`config.mk`:
```
export PLATFORM = sky130hd
export DESIGN_NAME = prbs_lock_cmp
export DESIGN_NICKNAME = d
export VERILOG_FILES = /design/src/rtl/prbs_rx_pkg.sv /design/src/rtl/prbs_lock_cmp.sv
export SDC_FILE = /design/constraint.sdc
export NUM_CORES = 1
export LEC_CHECK = 0
export ABC_AREA = 0
export BUFFER_PORTS_ARGS = -buffer_cell sky130_fd_sc_hd__buf_2
export CORE_AREA = 2 2 39 41
export CTS_CLUSTER_DIAMETER = 50
export DETAILED_ROUTE_END_ITERATION = 8
export DIE_AREA = 0 0 41 43
export PLACE_DENSITY = 0.83
export SLEW_MARGIN = 20
export SYNTH_ARGS = -nofsm -noshare
export SYNTH_HDL_FRONTEND = slang
export SYNTH_SLANG_ARGS = --single-unit
```
`constraint.sdc`:
```
create_clock -name clk -period 1.15 [get_ports clk]
set_input_delay 0.115 -clock clk [delete_from_list [all_inputs] [get_ports clk]]
set_output_delay 0.115 -clock clk [all_outputs]
set_load 0.05 [all_outputs]
```
`src/rtl/prbs_rx_pkg.sv`:
```
package prbs_rx_pkg;

    localparam int LFSR_W     = 31;
    localparam int TAP_HI     = 30;
    localparam int TAP_LO     = 27;
    localparam int WORD_W     = 20;
    localparam int NUM_HALVES = 2;
    localparam int HALF_W     = WORD_W / NUM_HALVES;
    localparam int CNT_W_DEF  = 16;

    typedef logic [LFSR_W-1:0] lfsr_t;
    typedef logic [WORD_W-1:0] word_t;

    localparam lfsr_t SEED_DEF = 31'h1234_5678;

    // One parallel step of the pattern source: the register after
    // WORD_W shifts and the word those shifts emitted.
    typedef struct packed {
        lfsr_t state;
        word_t word;
    } prbs_step_t;

    typedef enum logic {
        LK_SEARCH = 1'b0,
        LK_LOCKED = 1'b1
    } lock_e;

    typedef struct packed {
        logic hit_first;
        logic hit_ref;
    } cmp_res_t;

    // The earliest generated bit lands in the most significant word bit.
    function automatic prbs_step_t prbs_advance(input lfsr_t s);
        prbs_step_t r;
        logic       fb;
        r.state = s;
        r.word  = '0;
        for (int i = WORD_W - 1; i >= 0; i--) begin
            fb         = r.state[TAP_HI] ^ r.state[TAP_LO];
            r.state    = {r.state[LFSR_W-2:0], fb};
            r.word[i]  = fb;
        end
        return r;
    endfunction

endpackage

```
`src/rtl/prbs_lock_cmp.sv`:
```
module prbs_lock_cmp
    import prbs_rx_pkg::*;
#(
    parameter lfsr_t SEED = SEED_DEF
) (
    input  logic  clk,
    input  logic  rst,
    input  word_t aligned,
    input  word_t expected,
    output logic  load,
    output logic  adv,
    output logic  miss,
    output logic  valid,
    output logic  match
);

    localparam prbs_step_t FIRST_STEP = prbs_advance(SEED);
    localparam word_t      FIRST_WORD = FIRST_STEP.word;

    lock_e    st, st_n;
    cmp_res_t cmp;

    always_comb begin
        cmp.hit_first = (aligned == FIRST_WORD);
        cmp.hit_ref   = (aligned == expected);
        st_n = st;
        load = 1'b0;
        adv  = 1'b0;
        miss = 1'b0;
        case (st)
            LK_SEARCH: begin
                if (cmp.hit_first) begin
                    load = 1'b1;
                    st_n = LK_LOCKED;
                end
            end
            LK_LOCKED: begin
                adv  = 1'b1;
                miss = !cmp.hit_ref;
            end
            default: st_n = LK_SEARCH;
        endcase
    end

    always_ff @(posedge clk) begin
        if (rst) begin
            st    <= LK_SEARCH;
            match <= 1'b0;
        end else begin
            st    <= st_n;
            match <= (st == LK_SEARCH) ? cmp.hit_first : cmp.hit_ref;
        end
    end

    assign valid = (st == LK_LOCKED);

    AST_VALID_HOLDS: assert property (@(posedge clk) disable iff (rst)
        valid |=> valid);
    AST_MATCH_NEEDS_VALID: assert property (@(posedge clk) disable iff (rst)
        match |-> valid);
    AST_LOCK_ON_FIRST: assert property (@(posedge clk) disable iff (rst)
        (!valid && aligned == FIRST_WORD) |=> (valid && match));

endmodule

```
==> flow_metrics.tcl <==
set metrics [dict create \
    max_slew.worst_pin.slew_ps 281 \
    finalWorstSetupSlack_ps -208 \
    startpoint_type "input port" \
    drv_slew 0 \
    end_kind "primary output" \
    setup_viol 2 \
    synth_fp_nets 85 \
    synth_top_area_share_pct 47.0 \
    status "finished with violations" \
    multi_input_area_sq_um 412 \
    finClkSkew_ps 3.49 \
    fp-row-count 14 \
    max_freq_ghz 0.736 \
    die-height_microns 43 \
    start_util_pct 26.9 \
    ys_types 15 \
    ctsHoldBuffers 0 \
    seq_area_frac_synth_pct 10.7 \
    hold_class "in2reg" \
    yosys_register_bits 2 \
    hold_ws_ps 65.4 \
    wirelength_mm 1.36 \
    drive_gt1_share_pct 72.1 \
    period_share_pct 118 \
    syn_area_sq_um 373 \
    dp.cells 117 \
    grt_first_pass_wirelength_mm 2.04 \
    path_class "in2out" \
    rsz0062_at_grt "true" \
    gp_congestion 0.799 \
    area_growth_pct 131 \
    cts_buffer_depth 2 \
    first_pass_iters 2 \
    antenna_found_initial 0 \
    die_area_sq_um 1760 \
    syn_avg_cell_area_sq_um 8.67 \
    yosysWarnings 0 \
    clk_pin_slew_ps 30 \
    utilization_pct 62.2 \
    port_buffers 46 \
    synthTopCellsByArea "xnor2_1 (47%), dfxtp_1 (11%), nand4_1 (8.4%), nor4_4 (5.7%), nor2_1 (4.0%)" \
    grt-ovfl-total 0 \
    synth_edf_count 0 \
    violations "setup timing" \
    cts-buffers-inserted 3 \
    grt_max_degree 7 \
    nets 148 \
    avgViaCountPerCell 4.55 \
    place_ws_ps -333 \
    synthArstFlopShare_pct 0 \
    cts_setup_buffers 0 \
    ant_nets 0 \
    h-tree-depth 1 \
    hold_viol_final 0 \
    synthTopCellsByCount "xnor2_1 (20), nand4_1 (5), nor2_1 (4)" \
    hpwlAfterDp_mm 1.20 \
    yosysMostFrequentCell "xnor2_1" \
    ios 47 \
    finalNonFillerCells 120 \
    synth_ff_type "dfxtp_1" \
    clock_latency_ps 220 \
    num_vias 546 \
    power.leakage_nw 0.406 \
    maxCapViolCount 0 \
    seq_area_sq_um 40.0 \
    diodes 0 \
    tritoncts "built" \
    required_ps 1030 \
    drc 0 \
    synth_top_area_cell "xnor2_1" \
    final.min_clock_period_ps 1360 \
    critPathArrivalTime_ps 1240 \
    first_iter_violations 5 \
    powerDensity_nw_per_um2 547 \
    relSlewSlack_pct 81.2 \
    grt_pass1_vias 561 \
    vdd.ir_drop.worst_uv 293 \
    power_uw 471 \
    crit_fanout 2 \
    die_w_microns 41 \
    cts-root-buf "clkbuf_4" \
    wl_per_cell_microns 11.4 \
    track_usage_pct 17.4 \
    syn_inst 43 \
    core_region_area_sq_um 1380 \
    clock-sinks 2 \
    fillerInstances 130 \
]
## per-stage QoR
step	area (sq um)	TNS [ps]
after floorplan	377	-917
after global placement	717	-785
after detailed placement	717	-843
after CTS	838	-279
after global routing	861	-370
final	861	-283
## placed cells by master, fill, tap and decap left out
cell type / n
nor2_1: 4
xnor2_1: 14
nor4bb_4: 1
nor3_1: 1
xnor2_4: 1
buf_6: 7
nor3_2: 1
clkbuf_4: 3
and4b_1: 1
dfxtp_1: 2
buf_4: 11
xnor2_2: 5
a31oi_1: 1
nand3_2: 1
nor4_4: 1
nand4b_1: 1
or4_4: 1
a21boi_2: 1
nand4_1: 5
nor4b_2: 1
buf_2: 41
## kinds of logic (layout without fill, tap and decap cells)
group / after synthesis / in the layout / share of synthesized area (%)
compound gates: 2 / 2 / 3.69
xor+xnor: 20 / 20 / 47.0
buf+inv: 1 / 62 / 2.01
flops: 2 / 2 / 10.7
simple gates: 18 / 18 / 36.6
## state kept, by name, indices dropped and copies added, names as in the netlist
name and flops:
match 1, valid 1
## path summary, 6_finish.rpt
path | cells after the start | end | slack, ps | start
setup reg to reg | 3 | match | 200 | valid
setup / recovery | 4 | load | -210 | aligned[0]
hold reg to reg | 2 | valid | 590 | valid
hold / removal | 2 | valid | 70 | rst
## per-layer routing
layer | GRT usage, % | up-vias | part of all wire (%)
li1 | - | 279 | -
met1 | 16.0 | 238 | 33
met2 | 32.8 | 29 | 58
met3 | 3.14 | 0 | 8.5
met4 | 8.00 | 0 | 0
met5 | 0 | - | 0
## worst max-delay path, cell delays in order
cell	delay, ps
buf_6	90
or4_4	550
nor4_4	280
buf_6	200
## area by class of cell
class	instances	share of cell area, %
multi-input combinational	40	47.8
timing repair buffer	59	42.6
sequential	2	4.65
clock buffer	3	2.62
tap	16	2.33
## repair_timing
item | CTS | global route
resized for setup | 17 | 4
setup endpoints to repair | 2 | 3
pin swaps | 7 | 4
## power breakdown
part / total (mW) / switching [mW] / internal (mW)
Sequential: 0.0700 / 0.000000155 / 0.0700
Clock: 0.153 / 0.0379 / 0.115
Combinational: 0.248 / 0.0897 / 0.159
Total: 0.471 / 0.128 / 0.343
(Power assumes the default switching activity.)
